$ cat src/rtl/adc_rd_pkg.sv
package adc_rd_pkg;

    localparam int FRAME_LEN = 24;
    localparam int RES_W     = 18;
    localparam int EOC_POS   = 23;
    localparam int ZERO_POS  = 22;
    localparam int SIGN_POS  = 21;
    localparam int MSB_POS   = 20;
    localparam int LSB_POS   = 4;

    typedef enum logic [1:0] {
        ST_IDLE  = 2'd0,
        ST_POLL  = 2'd1,
        ST_SHIFT = 2'd2,
        ST_DONE  = 2'd3
    } rd_state_e;

    typedef struct packed {
        logic [RES_W-1:0] value;
        logic             over;
        logic             under;
        logic             bad_frame;
    } decode_t;

endpackage

$ cat src/rtl/adc_sck_gen.sv
module adc_sck_gen #(
    parameter int HALF = 4
) (
    input  logic clk,
    input  logic rst_n,
    input  logic en,
    input  logic clr,
    output logic sck,
    output logic rise_evt,
    output logic fall_evt
);

    localparam int CW = (HALF > 1) ? $clog2(HALF) : 1;
    localparam logic [CW-1:0] PHASE_LAST = CW'(HALF - 1);

    logic [CW-1:0] cnt;
    logic          wrap;

    assign wrap     = (cnt == PHASE_LAST);
    assign rise_evt = en && wrap && !sck;
    assign fall_evt = en && wrap && sck;

    always_ff @(posedge clk or negedge rst_n) begin
        if (!rst_n) begin
            cnt <= '0;
            sck <= 1'b0;
        end else if (!en || clr) begin
            cnt <= '0;
            sck <= 1'b0;
        end else if (wrap) begin
            cnt <= '0;
            sck <= ~sck;
        end else begin
            cnt <= cnt + 1'b1;
        end
    end

endmodule

$ cat src/rtl/adc_frame_decode.sv
module adc_frame_decode
    import adc_rd_pkg::*;
(
    input  logic [FRAME_LEN-1:0] frame,
    output decode_t              dec
);

    logic [LSB_POS-1:0] tail;

    assign tail = frame[LSB_POS-1:0];

    always_comb begin
        dec.value     = {~frame[SIGN_POS], frame[MSB_POS:LSB_POS]};
        dec.over      = frame[SIGN_POS] & frame[MSB_POS];
        dec.under     = ~frame[SIGN_POS] & ~frame[MSB_POS];
        dec.bad_frame = frame[EOC_POS] | frame[ZERO_POS] | (|tail);
    end

endmodule

$ cat src/rtl/adc_frame_reader.sv
module adc_frame_reader
    import adc_rd_pkg::*;
#(
    parameter int SCK_HALF   = 4,
    parameter int CH_BITS    = 8,
    parameter int POLL_LIMIT = 100000
) (
    input  logic               clk,
    input  logic               rst_n,
    input  logic               start,
    input  logic               abort,
    input  logic [CH_BITS-1:0] chan_sel,
    input  logic               sdo_in,
    output logic               cs_n,
    output logic               sck,
    output logic               sdi,
    output logic [RES_W-1:0]   result,
    output logic               result_valid,
    output logic               over_range,
    output logic               under_range,
    output logic               frame_err,
    output logic               timeout_err
);

    localparam int PCW = (POLL_LIMIT > 1) ? $clog2(POLL_LIMIT) : 1;
    localparam int BCW = $clog2(FRAME_LEN + 1);
    localparam logic [PCW-1:0] POLL_LAST = PCW'(POLL_LIMIT - 1);
    localparam logic [BCW-1:0] BIT_LAST  = BCW'(FRAME_LEN);

    rd_state_e              state;
    rd_state_e              nxt;
    logic [PCW-1:0]         poll_cnt;
    logic [BCW-1:0]         bit_cnt;
    logic [FRAME_LEN-1:0]   frame_sr;
    logic [CH_BITS-1:0]     chan_sr;
    logic                   sck_rise;
    logic                   sck_fall;
    logic                   sck_run;
    logic                   poll_expired;
    logic                   frame_end;
    decode_t                dec;

    assign sck_run      = (state == ST_SHIFT);
    assign poll_expired = (state == ST_POLL) && sdo_in && (poll_cnt == POLL_LAST);
    assign frame_end    = (state == ST_SHIFT) && sck_fall && (bit_cnt == BIT_LAST);
    assign sdi          = sck_run && chan_sr[CH_BITS-1];

    adc_sck_gen #(
        .HALF (SCK_HALF)
    ) u_sck (
        .clk      (clk),
        .rst_n    (rst_n),
        .en       (sck_run),
        .clr      (abort),
        .sck      (sck),
        .rise_evt (sck_rise),
        .fall_evt (sck_fall)
    );

    adc_frame_decode u_dec (
        .frame (frame_sr),
        .dec   (dec)
    );

    // next-state logic
    always_comb begin
        nxt = state;
        unique case (state)
            ST_IDLE: begin
                if (start) nxt = ST_POLL;
            end
            ST_POLL: begin
                if (abort)             nxt = ST_IDLE;
                else if (!sdo_in)      nxt = ST_SHIFT;
                else if (poll_expired) nxt = ST_IDLE;
            end
            ST_SHIFT: begin
                if (abort)          nxt = ST_IDLE;
                else if (frame_end) nxt = ST_DONE;
            end
            ST_DONE: begin
                nxt = ST_IDLE;
            end
            default: nxt = ST_IDLE;
        endcase
    end

    // state register
    always_ff @(posedge clk or negedge rst_n) begin
        if (!rst_n) state <= ST_IDLE;
        else        state <= nxt;
    end

    // counters and shift registers
    always_ff @(posedge clk or negedge rst_n) begin
        if (!rst_n) begin
            poll_cnt <= '0;
            bit_cnt  <= '0;
            frame_sr <= '0;
            chan_sr  <= '0;
        end else begin
            if (state == ST_POLL) poll_cnt <= poll_cnt + 1'b1;
            else                  poll_cnt <= '0;

            if (state != ST_SHIFT) bit_cnt <= '0;
            else if (sck_rise)     bit_cnt <= bit_cnt + 1'b1;

            if (sck_rise) frame_sr <= {frame_sr[FRAME_LEN-2:0], sdo_in};

            if (state == ST_IDLE && start)
                chan_sr <= chan_sel;
            else if (state == ST_SHIFT && sck_fall)
                chan_sr <= chan_sr << 1;
        end
    end

    // registered outputs
    always_ff @(posedge clk or negedge rst_n) begin
        if (!rst_n) begin
            cs_n         <= 1'b1;
            result       <= '0;
            result_valid <= 1'b0;
            over_range   <= 1'b0;
            under_range  <= 1'b0;
            frame_err    <= 1'b0;
            timeout_err  <= 1'b0;
        end else begin
            cs_n         <= !(nxt == ST_POLL || nxt == ST_SHIFT);
            result_valid <= (nxt == ST_DONE) && (state == ST_SHIFT);
            timeout_err  <= poll_expired && !abort;
            if (nxt == ST_DONE && state == ST_SHIFT) begin
                result      <= dec.value;
                over_range  <= dec.over;
                under_range <= dec.under;
                frame_err   <= dec.bad_frame;
            end
        end
    end

endmodule

$ cat config.mk
export PLATFORM = sky130hd
export DESIGN_NAME = adc_frame_reader
export DESIGN_NICKNAME = d
export VERILOG_FILES = /design/src/rtl/adc_rd_pkg.sv /design/src/rtl/adc_sck_gen.sv /design/src/rtl/adc_frame_decode.sv /design/src/rtl/adc_frame_reader.sv
export SDC_FILE = /design/constraint.sdc
export NUM_CORES = 1
export LEC_CHECK = 0
export BUFFER_PORTS_ARGS = -buffer_cell sky130_fd_sc_hd__clkbuf_2
export CAP_MARGIN = 0
export CELL_PAD_IN_SITES_DETAIL_PLACEMENT = 1
export CELL_PAD_IN_SITES_GLOBAL_PLACEMENT = 1
export CORE_UTILIZATION = 42
export DETAILED_ROUTE_END_ITERATION = 8
export MAX_ROUTING_LAYER = met4
export PLACE_DENSITY = 0.72
export SETUP_SLACK_MARGIN = 0.05
export SYNTH_ARGS = -nofsm -noshare
export SYNTH_HDL_FRONTEND = slang
export SYNTH_SLANG_ARGS = --single-unit
$ cat constraint.sdc
create_clock -name clk -period 3.2 [get_ports clk]
set_clock_uncertainty 0.05 [all_clocks]
set_input_delay 0.16 -clock clk [delete_from_list [all_inputs] [get_ports clk]]
set_output_delay 0.16 -clock clk [all_outputs]
set_load 0.01 [all_outputs]
==> run_results.csv <==
group,metric,value,unit
clocking,clk_latency,0.35,ns
cells_and_area,area.growth.synth_to_final,17.95,%
global_routing,grt_first_pass_wirelength,11.35,mm
global_routing,grt_max_degree,84,
yosys,synth_top_cell_by_area,"dfrtp_1",
place,dpl_worst_slack,0.3587,ns
yosys,synth_cells,278,
power_and_ir_drop,vdd_drop_max,0.0002945,V
clocking,cts_setup_buffers,0,
yosys,synth-edff-count,0,
yosys,synth_top_cell_area_share,59.70,%
die,core_area,0.007807,sq mm
flow_run,drv_cap,0,
global_routing,overflow,0,
place,numPortBuffers,38,
clocking,postCtsResizedCells,0,
timing,hold_viol_final,0,
critical_path,endpoint_kind,"flip-flop",
global_routing,grt_pass1_vias,2364,
die,rows,32,
clocking,cts.htree.levels,3,
drt,routedWlPerCell,14.88,microns
yosys,synth.avg_cell_area,12.36,sq um
global_routing,antenna_found_initial,0,
drt,vias,2249,
timing,fin_crit_sh,89.31,%
clocking,numCtsBuffers,9,
yosys,netlist_top_cells_area,"dfrtp_1, mux2_2, xnor2_1, o21ai_0, nand2_1",
critical_path,cp-start-kind,"flip-flop",
timing,drv_slew,0,
cells_and_area,drive_gt1_share,30.56,%
critical_path,reg2reg_setup_slack,0.34,ns
clocking,cts-hold-fix-buffers,9,
yosys,synth_cell_types,31,
die,dieArea,0.008549,sq mm
clocking,clockRootBuffer,"clkbuf_8",
clocking,cts_tree,"done",
timing,worstMarginPinSlew,1.032,ns
cells_and_area,fillers,821,
drt,ant_nets,0,
clocking,cts.sinks,83,
yosys,synth_nets,296,
yosys,async_flop_share,100.0,%
cells_and_area,fin_nets,350,
drt,drt_iter0_markers,106,
power_and_ir_drop,p_leak,1.982,nW
timing,min_period,2.858,ns
timing,max_slew_margin,31.18,%
die,initial_core_util,44.02,%
timing,setup_viol,0,
place,hpwl,4.162,mm
yosys,netlist_area,0.003437,sq mm
drt,vias_per_cell,5.123,
clocking,clkTransAtPathRegs,0.09,ns
critical_path,crit_required,3.39,ns
timing,rsz0062_at_grt,"no",
power_and_ir_drop,totalPowerFinal,1.961,mW
yosys,synth_flop_cell,"dfrtp_1",
timing,worst_slack,0.3419,ns
clocking,cts_buffer_depth,2,
status,status,"complete, no violations",
yosys,ys_warn_count,0,
hold_path,min_path_type,"in -> reg",
timing,tns,0,ns
yosys,yosysMostFrequentCell,"dfrtp_1",
cells_and_area,diodes,0,
drt,first_pass_iters,4,
place,place_congestion,0.7411,
drt,wl,6.532,mm
yosys,yosysSeqAreaShare,60.47,%
timing,fmax,349.9,MHz
power_and_ir_drop,p_per_area,483.7,mW/mm^2
critical_path,worst-path-max-fanout,26,
critical_path,cp_data_arrival_time,3.04,ns
die,die_y,92.46,microns
die,io-pin-count,39,
global_routing,grt.total_usage,17.84,%
yosys,ys_ff_latch,83,
critical_path,path_class,"reg -> reg",
yosys,synth_common_cells,"dfrtp_1, mux2_2, nand2_1, nor2_1, o21ai_0",
die,die_x,92.46,microns
drt,drcViolationCount,0,
==> final timing paths <==
path / start / to / cells after the start
worst max-delay path: poll_cnt[4] / result[4] / 8
worst min-delay path: abort / timeout_err / 2
worst max register to register: poll_cnt[4] / result[4] / 8
worst min register to register: u_sck.cnt[0] / u_sck.cnt[0] / 1
max in group asynchronous: rst_n / poll_cnt[5] / 2
min in group asynchronous: rst_n / poll_cnt[12] / 2
==> layout make-up <==
class / count / area [sq um] / share of cell area, %
clock inverter: 6 / 48.80 / 1.204
inverter: 7 / 26.28 / 0.6481
sequential: 83 / 2078 / 51.27
tap: 102 / 127.6 / 3.148
clock buffer: 10 / 127.6 / 3.148
timing repair buffer: 52 / 332.8 / 8.210
multi-input combinational: 179 / 1313 / 32.38
==> report_power, final <==
part | internal, mW | switching, mW
clock | 0.292 | 0.405
sequential | 1.09 | 0.0283
combinational | 0.0567 | 0.0855
==> layer usage <==
metal	track usage [%]	up-vias	routed length (microns)
met2	28.02	28	3233
met4	7.031	0	86
met3	3.941	6	156
met1	22.58	1134	3056
li1	-	1081	-
met5	-	-	0
==> layout by cell type (no fill, tap or decap), types with 2 or more instances in the layout <==
master	n
xnor2_1	10
inv_6	2
or3_1	5
nor2b_1	3
inv_1	6
nand2b_1	2
xor2_1	5
nor4_1	4
mux2_2	41
o31ai_1	2
nand2_1	21
dfrtp_1	82
ha_1	5
and2_1	2
mux2i_1	7
nand4_1	4
nor3b_1	2
a21oi_1	5
o21ai_0	16
nand4b_1	2
clkbuf_2	37
nor3_1	5
nor2_1	21
dlygate4sd3_1	9
clkinvlp_4	2
clkbuf_8	9
or4_1	4
buf_4	5
nand3_1	9
==> flip-flops by register name, summed over array words and instances (netlist names) <==
register	flops
u_sck.sck	1
over_range	1
state	2
result	18
poll_cnt	17
timeout_err	1
frame_sr	24
chan_sr	8
result_valid	1
bit_cnt	5
u_sck.cnt	2
frame_err	1
under_range	1
cs_n	1
==> metrics by stage <==
step | cells | area (sq um) | hold slack, ns | utilization, %
after detailed placement | 414 | 3787 | 0.3269 | 48.51
final | 439 | 4054 | 0.02047 | 51.92
after global routing | 439 | 4054 | 0.02094 | 51.92
after floorplan | 278 | 3437 | -0.1856 | -
after global placement | 414 | 3787 | 0.3153 | 48.51
after CTS | 439 | 4054 | 0.009866 | 51.92
==> critical path, cell delays in order, from the launching register on <==
cell and delay (ns):
dfrtp_1 0.43, inv_2 0.06, or4_1 0.52, or4_4 0.53, a211o_1 0.32, ha_1 0.19
nand2_1 0.10, buf_12 0.19, mux2_2 0.35
==> logic make-up after synthesis <==
kind of cell               Yosys count  synth area share, %
AOI/OAI and AO/OA                   24                3.749
xor gates and xnor gates            15                3.822
adders and majority gates            5                1.820
buffers and inverters               16                1.784
DFF                                 83                60.47
muxes                               48                15.47
and+or+nand+nor                     87                12.89
Power figures use the tool's default switching activity.
